### src/rtl/sdm_decim_ctrl.sv
module sdm_decim_ctrl #(
  parameter int WIN_LG = 5,
  parameter int RATE_W = 3,
  parameter int SEL_W  = 4,
  parameter int DATA_W = 16
) (
  input  logic                    clk,
  input  logic                    rst_n,
  input  logic                    sample_stb,
  input  logic                    bit_in,
  input  logic                    wr_en,
  input  logic [1:0]              wr_addr,
  input  logic [RATE_W+SEL_W:0]   wr_data,
  input  logic [1:0]              rd_addr,
  output logic [DATA_W-1:0]       rd_data,
  output logic                    irq,
  output logic [SEL_W-1:0]        amux_sel
);
  localparam int MAX_R   = (1 << RATE_W) - 1;
  localparam int CNT_W   = WIN_LG + MAX_R;
  localparam int ACC_W   = 2 * CNT_W + 1;
  localparam int RATE_LO = 1;
  localparam int SEL_LO  = 1 + RATE_W;

  logic                en_q, flag_q, mask_q, inval_q, seen_one_q;
  logic [RATE_W-1:0]   rate_q;
  logic [SEL_W-1:0]    sel_q;
  logic [CNT_W-1:0]    cnt_q;
  logic [ACC_W-1:0]    int1_q, int2_q, dly1_q, dly2_q;
  logic [DATA_W-1:0]   data_q;

  wire wr_cfg = wr_en && (wr_addr == 2'd0);
  wire wr_irq = wr_en && (wr_addr == 2'd1);
  wire start  = wr_cfg && wr_data[0] && !en_q;
  wire step   = en_q && sample_stb;

  logic [7:0]        res_sh, out_sh;
  logic [CNT_W-1:0]  last;
  logic [ACC_W-1:0]  int1_n, int2_n, comb1, comb2, scaled, full, sat;
  logic [DATA_W-1:0] data_n;

  assign res_sh = 8'(WIN_LG) + 8'(rate_q);
  assign out_sh = 8'(DATA_W) - res_sh;
  assign last   = (CNT_W'(1) << res_sh) - CNT_W'(1);
  assign int1_n = int1_q + ACC_W'(bit_in);
  assign int2_n = int2_q + int1_n;
  assign comb1  = int2_n - dly1_q;
  assign comb2  = comb1 - dly2_q;
  assign scaled = comb2 >> res_sh;
  assign full   = (ACC_W'(1) << res_sh) - ACC_W'(1);
  assign sat    = (scaled > full) ? full : scaled;
  assign data_n = DATA_W'(sat) << out_sh;

  wire done = step && (cnt_q == last);

  always_ff @(posedge clk or negedge rst_n) begin
    if (!rst_n) begin
      en_q <= 1'b0; rate_q <= '0; sel_q <= '0;
      flag_q <= 1'b0; mask_q <= 1'b0;
      inval_q <= 1'b0; seen_one_q <= 1'b0;
      cnt_q <= '0; data_q <= '0;
      int1_q <= '0; int2_q <= '0; dly1_q <= '0; dly2_q <= '0;
    end else begin
      if (wr_cfg) begin
        en_q <= wr_data[0];
        if (!en_q) begin
          rate_q <= wr_data[RATE_LO +: RATE_W];
          sel_q  <= wr_data[SEL_LO +: SEL_W];
        end
      end
      if (start) begin
        cnt_q <= '0;
        int1_q <= '0; int2_q <= '0; dly1_q <= '0; dly2_q <= '0;
        inval_q <= 1'b1;
        seen_one_q <= 1'b0;
      end else if (step) begin
        int1_q <= int1_n;
        int2_q <= int2_n;
        cnt_q  <= done ? '0 : cnt_q + CNT_W'(1);
        if (done) begin
          dly1_q <= int2_n;
          dly2_q <= comb1;
          data_q <= data_n;
          seen_one_q <= 1'b1;
          if (seen_one_q) inval_q <= 1'b0;
        end
      end
      if (done) flag_q <= 1'b1;
      else if (wr_irq && wr_data[0]) flag_q <= 1'b0;
      if (wr_irq) mask_q <= wr_data[1];
    end
  end

  always_comb begin
    rd_data = '0;
    case (rd_addr)
      2'd0: begin
        rd_data[0] = en_q;
        rd_data[RATE_LO +: RATE_W] = rate_q;
        rd_data[SEL_LO +: SEL_W] = sel_q;
      end
      2'd1: begin
        rd_data[0] = flag_q;
        rd_data[1] = mask_q;
      end
      2'd2: rd_data = data_q;
      default: rd_data[0] = inval_q;
    endcase
  end

  assign irq      = flag_q && mask_q;
  assign amux_sel = sel_q;
endmodule


### config.mk
export PLATFORM = sky130hd
export DESIGN_NAME = sdm_decim_ctrl
export DESIGN_NICKNAME = d
export VERILOG_FILES = /design/src/rtl/sdm_decim_ctrl.sv
export SDC_FILE = /design/constraint.sdc
export NUM_CORES = 1
export LEC_CHECK = 0
export BUFFER_PORTS_ARGS = -buffer_cell sky130_fd_sc_hd__buf_2
export CORE_ASPECT_RATIO = 2
export CORE_MARGIN = 5
export CORE_UTILIZATION = 55
export DETAILED_ROUTE_END_ITERATION = 6
export GPL_ROUTABILITY_DRIVEN = 0
export GPL_TIMING_DRIVEN = 0
export PLACE_DENSITY_LB_ADDON = 0.1
export SLEW_MARGIN = 40
export SYNTH_ARGS = -nofsm -noshare
export SYNTH_HDL_FRONTEND = slang
export SYNTH_SLANG_ARGS = --single-unit
### constraint.sdc
create_clock -name clk -period 11 [get_ports clk]
set_input_delay 1.65 -clock clk [delete_from_list [all_inputs] [get_ports clk]]
set_output_delay 1.65 -clock clk [all_outputs]
set_load 0.05 [all_outputs]
* Word level (Yosys, flattened, before mapping) *
Cells that the tools add are included.

storage, ports and cells
  bits in registers = 140
  latch bits = 0
  bits in writable memories = 0
  memory bits (read-only) = 0
  input bits = 17
  output and inout port bits = 21
  logic and storage cells = 79
  memories = 0

cells by class
  add/sub/neg operators = 9
  multipliers = 0
  divide/modulo/power cells = 0
  $lt $le $gt $ge = 1
  eq/ne operators = 4
  shifts and indexed selects = 4
  mux-type cells = 27
  bitwise operators = 2
  reductions and logical operators = 19

operator list
  kind                   number
  $mux 25                10
  $sub 25x25->25         2
  $mux 12                3
  $add 25x1->25          1
  $add 25x25->25         1
  $gt 25x25->1           1
  $shl 1x4->25 const A   1
  $shr 25x4->25          1
  $sub 25x2->25 const B  1
  $mux 16                1
  $shl 16x8->16          1
  $add 12x1->12 const B  1
  $eq 12x12->1           1
  $pmux 6 s2             1
  $shl 1x4->12 const A   1
  $sub 12x2->12 const B  1
  $mux 1                 9
  $logic_and 1x1->1      8
  $mux 8                 1
  $reduce_bool 2->1      4
  $pmux 1 s3             2
  $reduce_and 3->1       2
  $sub 5x4->6 const A    1
  $add 3x3->4 const A    1
  6 further kinds        10

* Logic depth before layout (Yosys ltp) *
  word-level depth = 8
  depth in mapped cells = 50
  mapped depth without buffers = 48

* Worst setup path after synthesis *
OpenSTA, ideal clock, no wires.

  kind = input to register
  from = input bit_in
  to = register data_q[8]
  setup time = 83 ps
  arrival = 10756 ps
  slack = 161 ps
  cell stages on the path = 49
  cells stage by stage = ha_1 > and3_1 > clkbuf_1 > xor2_1 > ha_1 > nand2_1 > o21ai_0 > a21oi_1 > o21ai_0 > a211oi_1 > o31ai_1 > nand2_1 > xnor2_1 > ha_1 > a21oi_1 > a32o_1 > a211oi_1 > nor2_1 > (+13 left out) > a41oi_1 > nor2_1 > a211oi_1 > nor2_1 > ha_1 > nand4_1 > nor4_1 > o41ai_1 > nand3_1 > and2_1 > buf_2 > buf_1 > clkbuf_1 > o211ai_1 > and3_1 > a2111oi_0 > mux2i_1 > o21ai_0

on the way
  cells in the longest elaborated chain, start to end = 8

RTL lines
  element                 line  source
  start: declaration      10    input logic bit_in,
  $add 25x1->25 (*)       45    assign int1_n = int1_q + ACC_W'(bit_in);
  $add 25x25->25 (*)      46    assign int2_n = int2_q + int1_n;
  $sub 25x25->25 (*)      47    assign comb1 = int2_n - dly1_q;
  $sub 25x25->25 (*)      48    assign comb2 = comb1 - dly2_q;
  $shr 25x4->25 (*)       49    assign scaled = comb2 >> res_sh;
  $gt 25x25->1            51    assign sat = (scaled > full) ? full : scaled;
  $mux 16 (*)             51
  $shl 16x8->16 (*)       52    assign data_n = DATA_W'(sat) << out_sh;
  end signal: assignment  83    data_q <= data_n;
  end: declaration        30    logic [DATA_W-1:0] data_q;

Every way passes the cells marked *; elsewhere a longest branch is shown, timed or not.
A chain may end at the register's enable or synchronous reset.

* Worst setup path after layout *
  from = input bit_in
  to = register data_q[13]

Same word-level chain as after synthesis.

==> results by group <==
Status
  – Outcome: finished, violations left
  – Failing checks: DRC

Synthesis
  – Biggest area consumer among synthesized cells: dfrtp_1
  – Post-synth ARST share: 100%
  – Synth Register Bits: 140
  – Netlist cell types: 99
  – Number of flops mapped to enable cells by yosys: 0
  – Post-synthesis mux area share: 3.66%
  – Top FF cell, synth: dfrtp_1
  – Post-synthesis cell area: 14000 µm²
  – Ranking of synthesized cells by area: dfrtp_1, ha_1, nand2_1, o21ai_0, a21oi_1
  – Xor/xnor cell area share of the yosys netlist: 5.97%
  – Mapped Avg Cell Area: 7.70 µm²
  – Post-synthesis simple-gate area fraction: 24.0%
  – Largest family of logic cells by synthesized area: compound AO/OA/AOI/OAI gates
  – Post-synthesis adder-cell area fraction: 9.66%
  – Synthesized netlist cell count: 1819
  – Post-synthesis sequential area ratio: 25.0%
  – Top-area cell type share of the netlist area: 25.0%
  – Post-synthesis compound-gate area fraction: 26.2%
  – Yosys warns: 0
  – Syn nets: 1943

Timing
  – Max-slew headroom: 36.7%
  – Final Skew: 0.0177 ns
  – Slew @ Worst Pin: 0.947 ns
  – Final-report setup violation count: 0
  – Max-slew violation count: 0
  – Final Hold Viols: 0
  – Final worst path period share: 99.5%
  – Final min period: 10.95 ns
  – Fmax: 91.4 MHz

Route
  – Via Count: 15000
  – WL met2: 25700 µm
  – Iteration-0 DRC Markers: 1357
  – Via-per-instance ratio: 6.58
  – Max layer used: met4
  – DRC viols: 12
  – Met1 WL: 16700 µm
  – Routed wire length: 51000 µm
  – Antenna viol nets, final: 0
  – Wirelength per Cell: 22.4 µm
  – Drt pass-1 iters: 7
  – WL met3: 2950 µm

Final layout
  – Finished Cell Area: 16800 µm²
  – Util after Layout: 67.0%
  – Antenna diodes: 0
  – Area grow syn2layout: 20.2%
  – Share of layout cells above drive strength 1: 18.7%
  – Nets: 2054

CTS
  – Skew-Pair Late Insertion Delay: 0.45 ns
  – CTS Buf Count: 17
  – CTS clock-pin slew for the worst setup and hold paths: 0.08 ns
  – Clk root buf: clkbuf_16
  – Clock Path Buffers: 2
  – TritonCTS clock tree: done
  – Hold-fix buffers, CTS: 0
  – Clock sink total: 140
  – H-tree depth: 4

Worst setup path
  – Critical path class: in2reg
  – CP dominant cell by count: a21oi_2
  – CP peak stage delay: 0.51 ns
  – Critical-path cell with the highest stage delay: or4_4
  – Crit. End Element: flop
  – CP required: 11.33 ns
  – Critical Path Fanout Max: 9
  – Setup crit start kind: input pin
  – Crit path DAT: 11.28 ns

Global routing
  – Gr ovfl total: 0
  – Vias in the first global route: 14300
  – Antenna violations before repair: 0
  – Global-route usage over all layers: 33.9%
  – Largest net degree at the start of global routing: 69
  – First-pass GRT wire length: 76400 µm

Floorplanning
  – Core area: 25100 µm²
  – Die area: 29000 µm²
  – Die height: 236 µm
  – Initial Util: 55.7%
  – Num rows: 82
  – IO Count: 38
  – Chip Width: 123 µm

Placement
  – DP Area: 14700 µm²
  – I/O Buffers: 35
  – Hpwl dp: 37600 µm

Worst hold path
  – Hold Path Class: reg2reg

Job
  – Max-cap violation count: 0
-- metrics by stage --
step | hold slack [ns] | std cells | setup TNS (ns) | worst slack (ns)
CTS | 0.467 | 2242 | 0 | 0.00286
floorplan | 0.418 | 1819 | 0 | 0.161
finish | 0.468 | 2279 | 0 | 0.0545
global route | 0.496 | 2279 | -2.41 | -0.291
detailed placement | 0.457 | 2192 | -38.67 | -2.60
global placement | 0.427 | 2190 | -34.84 | -2.37
-- timing repair --
| action | in CTS | in global routing |
|---|---|---|
| resized for setup | 88 | 126 |
| pin swaps | 19 | 53 |
| setup endpoints to repair | 16 | 16 |
| buffers inserted | 19 | 41 |
| gates cloned | 0 | 0 |
-- worst max-delay path, delay by kind of cell --
family,cells,cell delay [ns]
compound gates,25,4.91
simple gates,11,1.90
xor+xnor,3,0.75
mux,1,0.23
buf+inv,4,0.60
fa+ha+maj,5,1.23
-- layout make-up --
type / instances / area [µm²]
multi-input combinational: 1486 / 10800
fill: 2095 / 8290
timing repair buffer: 98 / 708
tap: 336 / 420
inverter: 87 / 327
sequential: 140 / 3500
clock buffer: 17 / 425
clock inverter: 15 / 176
buffer: 100 / 438
-- path summary, 6_finish.rpt --
check,startpoint,to,slack [ns],depth (start not counted)
max,bit_in,data_q[13],0.05,49
min,seen_one_q,inval_q,0.47,1
max reg2reg,int1_q[0],data_q[13],0.97,48
min reg2reg,seen_one_q,inval_q,0.47,1
max in group asynchronous,rst_n,amux_sel[3],9.06,3
min in group asynchronous,rst_n,dly1_q[7],1.01,1
-- kinds of logic after synthesis --
family / Yosys count
AOI/OAI and AO/OA: 531
xor gates and xnor gates: 94
and+or+nand+nor: 714
DFF: 140
adders and majority gates: 107
buffers and inverters: 193
muxes: 40
-- state kept, by name, indices dropped and copies added, names as in the netlist --
| register | flops |
|---|---|
| dly1_q | 25 |
| int2_q | 25 |
| dly2_q | 25 |
| int1_q | 25 |
| seen_one_q | 1 |
| flag_q | 1 |
| en_q | 1 |
| rate_q | 3 |
| mask_q | 1 |
| data_q | 16 |
| inval_q | 1 |
| cnt_q | 12 |
| amux_sel | 4 |
-- cells in the final DEF, fill, tap and decap left out, drive strengths merged, types with 27 or more instances in the layout --
master / instances
nand2: 285
dfrtp: 140
o21ai: 134
buf: 127
nor2: 121
a21oi: 112
ha: 105
nand3: 98
inv: 96
clkbuf: 88
xnor2: 58
nor3: 46
xor2: 35
a21o: 34
a211oi: 32
and3: 31
and2: 27
-- synthesized netlist by cell type, drive strengths merged (7+ instances only) --
| master | number |
|---|---|
| a2111oi | 8 |
| a211o | 10 |
| a211oi | 32 |
| a21o | 34 |
| a21oi | 112 |
| a221oi | 8 |
| a22o | 8 |
| a22oi | 7 |
| a31oi | 20 |
| and2 | 27 |
| and3 | 31 |
| buf | 30 |
| clkbuf | 76 |
| dfrtp | 140 |
| ha | 105 |
| inv | 87 |
| mux2 | 10 |
| mux2i | 22 |
| mux4 | 8 |
| nand2 | 285 |
| nand2b | 17 |
| nand3 | 98 |
| nand4 | 25 |
| nor2 | 121 |
| nor2b | 10 |
| nor3 | 46 |
| nor4 | 12 |
| o2111ai | 7 |
| o211ai | 15 |
| o21a | 12 |
| o21ai | 134 |
| o21bai | 11 |
| o22ai | 7 |
| o31ai | 19 |
| or2 | 9 |
| or3 | 13 |
| xnor2 | 58 |
| xor2 | 35 |
-- routing by layer --
layer | vias to the layer above | GRT usage, %
met5 | - | 0
met3 | 290 | 6.80
li1 | 6849 | -
met1 | 7161 | 32.7
met2 | 687 | 58.5
met4 | 0 | 30.9
Power is not shown: default switching activity piles up to over one toggle a cycle in this logic, so the estimate is an artifact.
